==> src/rtl/tlbm_pkg.sv <==
package tlbm_pkg;
   typedef enum logic [1:0] {
      PG_4K  = 2'd0,
      PG_2M  = 2'd1,
      PG_1G  = 2'd2,
      PG_RSV = 2'd3
   } pg_size_e;
endpackage

==> src/rtl/tlbm_fill_fmt.sv <==
module tlbm_fill_fmt
   import tlbm_pkg::*;
#(
   parameter int VA_W    = 48,
   parameter int PA_W    = 40,
   parameter int OFS_MIN = 12,
   parameter int OFS_MID = 21,
   parameter int OFS_MAX = 30,
   localparam int TAG_W  = VA_W - OFS_MIN,
   localparam int FR_W   = PA_W - OFS_MIN,
   localparam int MSK_W  = OFS_MAX - OFS_MIN
) (
   input  logic [VA_W-1:0]  va,
   input  logic [PA_W-1:0]  pa,
   input  logic [1:0]       size,
   output logic [TAG_W-1:0] tag,
   output logic [FR_W-1:0]  frame,
   output logic [MSK_W-1:0] mask
);
   localparam int MID_SH = OFS_MID - OFS_MIN;

   logic [TAG_W-1:0] mask_t;
   logic [FR_W-1:0]  mask_f;

   always_comb begin
      case (pg_size_e'(size))
         PG_2M:   mask = {MSK_W{1'b1}} << MID_SH;
         PG_1G:   mask = '0;
         default: mask = {MSK_W{1'b1}};
      endcase
      mask_t = {{(TAG_W-MSK_W){1'b1}}, mask};
      mask_f = {{(FR_W-MSK_W){1'b1}}, mask};
      tag    = va[VA_W-1:OFS_MIN] & mask_t;
      frame  = pa[PA_W-1:OFS_MIN] & mask_f;
   end
endmodule

==> src/rtl/tlbm_slot.sv <==
module tlbm_slot #(
   parameter int TAG_W = 36,
   parameter int FR_W  = 28,
   parameter int MSK_W = 18
) (
   input  logic             clk,
   input  logic             rst_n,
   input  logic             clr,
   input  logic             we,
   input  logic [TAG_W-1:0] w_tag,
   input  logic [FR_W-1:0]  w_frame,
   input  logic [MSK_W-1:0] w_mask,
   input  logic [TAG_W-1:0] q_tag,
   output logic             valid,
   output logic             match,
   output logic [FR_W-1:0]  r_frame,
   output logic [MSK_W-1:0] r_mask
);
   logic [TAG_W-1:0] tag_q;

   always_ff @(posedge clk) begin
      if (!rst_n)    valid <= 1'b0;
      else if (clr)  valid <= 1'b0;
      else if (we)   valid <= 1'b1;
   end

   always_ff @(posedge clk) begin
      if (we) begin
         tag_q   <= w_tag;
         r_frame <= w_frame;
         r_mask  <= w_mask;
      end
   end

   assign match = valid && ((q_tag & {{(TAG_W-MSK_W){1'b1}}, r_mask}) == tag_q);
endmodule

==> src/rtl/tlbm_rr.sv <==
module tlbm_rr #(
   parameter int N       = 16,
   localparam int IDX_W  = $clog2(N)
) (
   input  logic             clk,
   input  logic             rst_n,
   input  logic             clr,
   input  logic             adv,
   output logic [IDX_W-1:0] ptr,
   output logic [N-1:0]     sel
);
   always_ff @(posedge clk) begin
      if (!rst_n || clr)   ptr <= '0;
      else if (adv)        ptr <= (ptr == IDX_W'(N-1)) ? '0 : ptr + 1'b1;
   end

   always_comb begin
      sel = '0;
      sel[ptr] = 1'b1;
   end
endmodule

==> src/rtl/tlbm_top.sv <==
module tlbm_top #(
   parameter int VA_W    = 48,
   parameter int PA_W    = 40,
   parameter int OFS_MIN = 12,
   parameter int OFS_MID = 21,
   parameter int OFS_MAX = 30,
   parameter int N       = 16,
   localparam int IDX_W  = $clog2(N),
   localparam int TAG_W  = VA_W - OFS_MIN,
   localparam int FR_W   = PA_W - OFS_MIN,
   localparam int MSK_W  = OFS_MAX - OFS_MIN
) (
   input  logic             clk,
   input  logic             rst_n,
   input  logic [VA_W-1:0]  lk_va,
   output logic             lk_hit,
   output logic [IDX_W-1:0] lk_idx,
   output logic [PA_W-1:0]  lk_pa,
   input  logic             fl_en,
   input  logic [VA_W-1:0]  fl_va,
   input  logic [PA_W-1:0]  fl_pa,
   input  logic [1:0]       fl_size,
   input  logic             flush_all
);
   if (!(OFS_MIN < OFS_MID && OFS_MID < OFS_MAX && OFS_MAX < PA_W && PA_W <= VA_W))
      begin : g_bad_widths
         $error("tlbm_top: page offset widths must rise and fit below PA_W <= VA_W");
      end
   if (N < 2 || (1 << IDX_W) != N) begin : g_bad_depth
      $error("tlbm_top: N must be a power of two of at least 2");
   end

   logic [TAG_W-1:0] f_tag;
   logic [FR_W-1:0]  f_frame;
   logic [MSK_W-1:0] f_mask;
   logic             do_fill;
   logic [IDX_W-1:0] wr_ptr;
   logic [N-1:0]     wr_sel;
   logic [N-1:0]     valid_vec;
   logic [N-1:0]     hit_vec;
   logic [FR_W-1:0]  frame_a [N];
   logic [MSK_W-1:0] mask_a  [N];

   assign do_fill = fl_en && !flush_all;

   tlbm_fill_fmt #(
      .VA_W(VA_W), .PA_W(PA_W),
      .OFS_MIN(OFS_MIN), .OFS_MID(OFS_MID), .OFS_MAX(OFS_MAX)
   ) u_fmt (
      .va(fl_va), .pa(fl_pa), .size(fl_size),
      .tag(f_tag), .frame(f_frame), .mask(f_mask)
   );

   tlbm_rr #(.N(N)) u_rr (
      .clk(clk), .rst_n(rst_n), .clr(flush_all), .adv(do_fill),
      .ptr(wr_ptr), .sel(wr_sel)
   );

   for (genvar i = 0; i < N; i++) begin : g_slot
      tlbm_slot #(.TAG_W(TAG_W), .FR_W(FR_W), .MSK_W(MSK_W)) u_slot (
         .clk(clk), .rst_n(rst_n), .clr(flush_all),
         .we(do_fill && wr_sel[i]),
         .w_tag(f_tag), .w_frame(f_frame), .w_mask(f_mask),
         .q_tag(lk_va[VA_W-1:OFS_MIN]),
         .valid(valid_vec[i]), .match(hit_vec[i]),
         .r_frame(frame_a[i]), .r_mask(mask_a[i])
      );
   end

   logic [FR_W-1:0] sel_frame;
   logic [FR_W-1:0] sel_mf;
   logic [FR_W-1:0] va_mid;

   always_comb begin
      lk_idx    = '0;
      sel_frame = '0;
      sel_mf    = '0;
      for (int i = N-1; i >= 0; i--) begin
         if (hit_vec[i]) begin
            lk_idx    = IDX_W'(i);
            sel_frame = frame_a[i];
            sel_mf    = {{(FR_W-MSK_W){1'b1}}, mask_a[i]};
         end
      end
      lk_hit = |hit_vec;
      va_mid = lk_va[PA_W-1:OFS_MIN];
      lk_pa  = lk_hit ? {(sel_frame & sel_mf) | (va_mid & ~sel_mf), lk_va[OFS_MIN-1:0]}
                      : '0;
   end
endmodule

==> config.mk <==
export PLATFORM = sky130hd
export DESIGN_NAME = tlbm_top
export DESIGN_NICKNAME = d
export VERILOG_FILES = /design/src/rtl/tlbm_pkg.sv /design/src/rtl/tlbm_fill_fmt.sv /design/src/rtl/tlbm_slot.sv /design/src/rtl/tlbm_rr.sv /design/src/rtl/tlbm_top.sv
export SDC_FILE = /design/constraint.sdc
export NUM_CORES = 2
export LEC_CHECK = 0
export BUFFER_PORTS_ARGS = -buffer_cell sky130_fd_sc_hd__buf_2
export CORE_MARGIN = 3
export CORE_UTILIZATION = 40
export CTS_CLUSTER_SIZE = 8
export DETAILED_ROUTE_END_ITERATION = 12
export GPL_ROUTABILITY_DRIVEN = 0
export GPL_TIMING_DRIVEN = 0
export PLACE_DENSITY = 0.53
export SKIP_LAST_GASP = 1
export SYNTH_ARGS = -nofsm -noshare
export SYNTH_HDL_FRONTEND = slang
export SYNTH_HIERARCHICAL = 1
export SYNTH_SLANG_ARGS = --single-unit
export TNS_END_PERCENT = 20
==> constraint.sdc <==
create_clock -name clk -period 8.75 [get_ports clk]
set_input_delay 1.3125 -clock clk [delete_from_list [all_inputs] [get_ports clk]]
set_output_delay 1.3125 -clock clk [all_outputs]
set_load 0.005 [all_outputs]
Word level (Yosys, flattened, before mapping). Index checks and enable logic that the tools add are counted.

Multiplexer cells: 53. Bitwise logic cells: 23. Reductions and logical operators: 39. $lt $le $gt $ge: 2. $add $sub $neg: 1. Eq/ne operators: 19.

Operators by type and width (count): 28-bit 2-to-1 mux (32); 36-bit bitwise AND (17); 36-bit == test (16); 28-bit bitwise AND (3); 4-bit 2-to-1 mux (17); 40-bit 2-to-1 mux (1); 18-bit case mux with 2 select lines (1); 1-bit logical AND (34); 28-bit inverter (1); 28-bit bitwise OR (1); 16-bit OR reduction (1); 4-bit by 5-bit less-than comparator with 1-bit output (second input constant) (1); 4-bit by 1-bit adder with 4-bit output (second input constant) (1); 1-bit demux with 4-bit select (1); 4-bit == test (second input constant) (1); 4-bit by 1-bit greater-or-equal comparator with 1-bit output (second input constant) (1); 2-bit by 1-bit == test with 1-bit output (second input constant) (1); 2-bit == test (second input constant) (1); 1-bit logical NOT (2); 2-bit OR reduction (1); 1-bit logical OR (1); 1-bit 2-to-1 mux (1); 1-bit inverter (1).

Output and inout port bits: 45. Bits of input ports: 142. Bits in registers: 1332. Word-level logic and storage cells: 202.

Longest topological paths before layout.
Depth in word-level cells: 23. Mapped depth: 15. Gate-level depth less buffers: 11.

Modules after synthesis. Netlist, hierarchy kept.

Modules (own cells, without submodules): tlbm_slot (area an instance 3050.4 µm², cells each 156, times used 16, sequential area each 2482.4 µm²); tlbm_top (area an instance 6462.4 µm², cells each 1049, times used 1, sequential area each 0.0 µm²); tlbm_fill_fmt (area an instance 631.9 µm², cells each 86, times used 1, sequential area each 0.0 µm²); tlbm_rr (area an instance 352.8 µm², cells each 43, times used 1, sequential area each 80.1 µm²).

Least setup slack after synthesis. No wires, ideal clock.

Path type: in2out. Start: input port lk_va[44]. End: output port lk_pa[20]. Required time: 7.438 ns. Path buffers: 1. Arrival time: 3.772 ns. Slack: 3.666 ns. Stages: 12. Cells stage by stage: xor2_1 > a2111oi_4 > nand4_1 > nor4_2 > nor2b_4 > buf_6 > a221oi_2 > o311ai_1 > a22oi_1 > o221a_1 > a211o_1 > a21oi_2.

Word-level cells in the longest chain between the ends: 23. Elaborated cells on any way between the ends: 86. Classes of those cells: eq/ne (16); mux (33); bitwise (20); reduce/logical (17).

Ends and longest elaborated chain: start: declaration (RTL line tlbm_top.sv:15) `input logic [VA_W-1:0] lk_va,`; 36-bit bitwise AND (*) (RTL line tlbm_slot.sv:35) `assign match = valid && ((q_tag & {{(TAG_W-MSK_W){1'b1}}, r_mask}) == tag_q);`; 36-bit == test (*) (RTL line tlbm_slot.sv:35); 1-bit logical AND (*) (RTL line tlbm_slot.sv:35); named net hit_vec[15] (RTL line tlbm_top.sv:40) `logic [N-1:0] hit_vec;`; 28-bit 2-to-1 mux (16 in series) (RTL line tlbm_top.sv:79) `if (hit_vec[i]) begin`; 28-bit inverter (RTL line tlbm_top.sv:87) `lk_pa = lk_hit ? {(sel_frame & sel_mf) | (va_mid & ~sel_mf), lk_va[OFS_MIN-1:0]}`; 28-bit bitwise AND (RTL line tlbm_top.sv:87); 28-bit bitwise OR (RTL line tlbm_top.sv:87); 40-bit 2-to-1 mux (*) (RTL line tlbm_top.sv:87); end: declaration (RTL line tlbm_top.sv:18) `output logic [PA_W-1:0] lk_pa,`.

The timed path passes the listed nets; every way through them passes the cells marked *.

Final worst setup path.
Start: input port lk_va[24]. End: output port lk_pa[25].

Elaborated cells on any way between the ends: 86. Classes of those cells: eq/ne (16); mux (33); bitwise (20); reduce/logical (17).

RTL lines (RTL line): 36-bit bitwise AND (*) (tlbm_slot.sv:35); 36-bit == test (*) (tlbm_slot.sv:35); 1-bit logical AND (*) (tlbm_slot.sv:35); named net hit_vec[5] (tlbm_top.sv:40); 28-bit 2-to-1 mux (6 in series) (tlbm_top.sv:79); 28-bit inverter (tlbm_top.sv:87); 28-bit bitwise AND (tlbm_top.sv:87); 28-bit bitwise OR (tlbm_top.sv:87); 40-bit 2-to-1 mux (*) (tlbm_top.sv:87).

Marks and branches as above.

==> run metrics <==
Psw 3.05 mW; number of global-route vias before repair 34,300; kind of critical path in2out; max-cap viol count 1; Clk Latency, worst-skew pair 0.82 ns; initial antenna violation count 11; Async SR Flop Fraction 0%; GRT overflow 0; first-pass GRT wire length 276,000 µm; H-tree levels 4; clock sink total 1,332; top cell family by delay on the critical path buffers and inverters; worst min path class reg2reg; Post-Route Setup TNS -0.336 ns; fin util 47.0%; RSZ-0062 raised after global routing yes; CP Cell Sequence buf_2 -> nand3_1 -> a211oi_1 -> nand4_1 -> nor4_2 -> clkbuf_1 -> nor2_1 -> buf_2 -> buf_2 -> buf_2 -> o221ai_1 -> a21oi_1 -> o21ai_0 -> mux2i_1 -> buf_2; Final period util 104%; status finished with violations; proportion of power drawn by combinational gates 3.2%; Critical Path RT 7.44 ns; Core Box Area 139,000 µm²; Post-Syn Instances 3,674; Rows 136; Ys Warns 6; violated checks max-capacitance violations, negative setup slack; CP max-delay cell o21ai_0; Final HPWL DP 132,000 µm; Clock Path Buffers 3; slew margin rel. 0.139%; commonest cells after routing, fill and taps aside edfxtp_1 (1,312), xor2_1 (306), a21oi_1 (245); CP endpoint kind primary output; syn avg cell area 15.3 µm²; Net Count, Synth 3,822; CTS root buffer clkbuf_16; Worst Path Buf+Inv 6; post-DR vias/cell 6.15; leak pwr 22.0 nW; Post-synth EDFFs 1,312; most common cell after layout, fill and taps aside edfxtp_1; Die Y 381 µm; # IOs 187; setup ws final -0.336 ns; Max VDD drop 0.195 mV; Detail Route Antenna Nets 0; Die X 381 µm; final hold violations 0; most used cell, CP buf_2; vias 36,600; pwr/cell area 216 nW/µm²; post-synthesis sequential area ratio 70.7%; Synth Cell Area 56,300 µm²; Synth Flop Type edfxtp_1; Synth cell types 82; port bufs 134; FMAX 0.110 GHz; die area 145,000 µm²; startpoint types input pin; Slew Viols, Final 0; clk slew on worst S/H paths 0.05 ns; # setup viols final 1; crit path DAT 7.77 ns; clock skew 0.0626 ns; Num CTS Buffers 185; GRT Util Overall 27.3%; worst-path fanout max 33; internal cell power 11.0 mW; layout cells sized above 1 14.7%; largest net degree at the start of global routing 50; # DRC 0; Nets 4,167; Clk pwr share 46.5%; layout overhead on the synthesized area 15.7%; final wirelength 203,000 µm; routed len/inst 34.0 µm; pre-CTS setup slack -0.480 ns; drt pass-1 iters 6; hold buffers post-CTS 0; sequential share of power 50.3%; First DRT Iteration DRCs 4,680; Seq cells post-synth 1,332; Net Sw Frac 21.6%; Initial Utilization 40.6%; post-layout min period 9.09 ns; CTS tree done; worst stage delay on the critical path 1.04 ns; slew at the pin with the worst max-slew slack 1.50 ns
worst reg2reg max path: stages (launching register included):
cell and delay, ns:
dfxtp_1 0.42, ha_1 0.31, and2_1 0.16, and2_4 0.70
buf_16 0.35
synthesized netlist by cell type, types with 67 or more instances:
master	instances	share of area (%)
a211oi_1	79	1.1
a21o_1	68	0.91
a21oi_1	245	2.2
a221oi_1	72	1.1
and3_1	134	1.5
edfxtp_1	1312	70
nand2_1	124	0.83
nand3_1	83	0.74
nor2_1	75	0.50
o21ai_0	83	0.74
o22a_1	67	1.0
o22ai_1	90	1.0
xor2_1	306	4.8
flip-flops by register name, summed over array words and instances, names as in the netlist:
register	count
g_slot.u_slot/r_frame	448
u_rr/ptr	4
g_slot.u_slot/tag_q	576
g_slot.u_slot/valid	16
g_slot.u_slot/r_mask	288
final timing paths:
path,from,end,cells after the start,slack (ns)
worst max-delay path,lk_va[24],lk_pa[25],15,-0.34
worst min-delay path,g_slot[6].u_slot/valid$_SDFFE_PP0P_,g_slot[6].u_slot/valid$_SDFFE_PP0P_,2,0.50
worst max register to register,u_rr/ptr[1]$_SDFFE_PP0P_,g_slot[11].u_slot/r_mask[12]$_DFFE_PP_,4,6.34
worst min register to register,g_slot[6].u_slot/valid$_SDFFE_PP0P_,g_slot[6].u_slot/valid$_SDFFE_PP0P_,2,0.50
area by class of cell:
class	instances	area (µm²)
diodes	3	7.51
plain buffers	168	955
clock buffers	242	4890
clock inverters	15	273
fillers	12200	73400
inverters	34	128
multi-input cells	2139	15500
flip-flops and latches	1332	39800
well taps	1863	2330
repair buffers	159	1270
per-stage QoR:
| step | cell area, µm² | instances | power, mW | hold slack (ns) |
|---|---|---|---|---|
| floorplan | 56300 | 3674 | 7.41 | 0.473 |
| global placement | 59300 | 5671 | 7.65 | 0.482 |
| detailed placement | 59900 | 5696 | 7.65 | 0.488 |
| CTS | 65100 | 5952 | 14.2 | 0.495 |
| global route | 65100 | 5952 | 14.4 | 0.529 |
| finish | 65100 | 5955 | 14.1 | 0.496 |
repair_timing:
item	in CTS	in global routing
gates resized for setup	5	2
endpoints found under the setup margin	12	4
buffers inserted	0	0
cloned	0	0
per-layer routing:
metal / up-vias / part of all wire [%] / track usage, %
met5: - / 0.0054 / 0
li1: 15400 / - / -
met4: 2 / 3.8 / 10.0
met2: 1951 / 46 / 43.1
met1: 18800 / 40 / 36.7
met3: 387 / 9.9 / 6.78
cell families after synthesis:
family          share of synthesized area, %
compound gates                          13.2
xor+xnor                                4.78
fa+ha+maj                              0.133
buf+inv                                 1.91
flops                                   70.7
mux                                    0.271
simple gates                            8.92
power by group through the flow:
stage          Combinational [mW]  Clock [mW]  Sequential [mW]
2_1_floorplan               0.211           0             7.20
3_3_place_gp                0.439           0             7.21
3_5_place_dp                0.450           0             7.20
4_1_cts                     0.451        6.62             7.08
5_1_grt                     0.479        6.89             7.08
6_report                    0.448        6.56             7.08
Power figures use the tool's default switching activity.
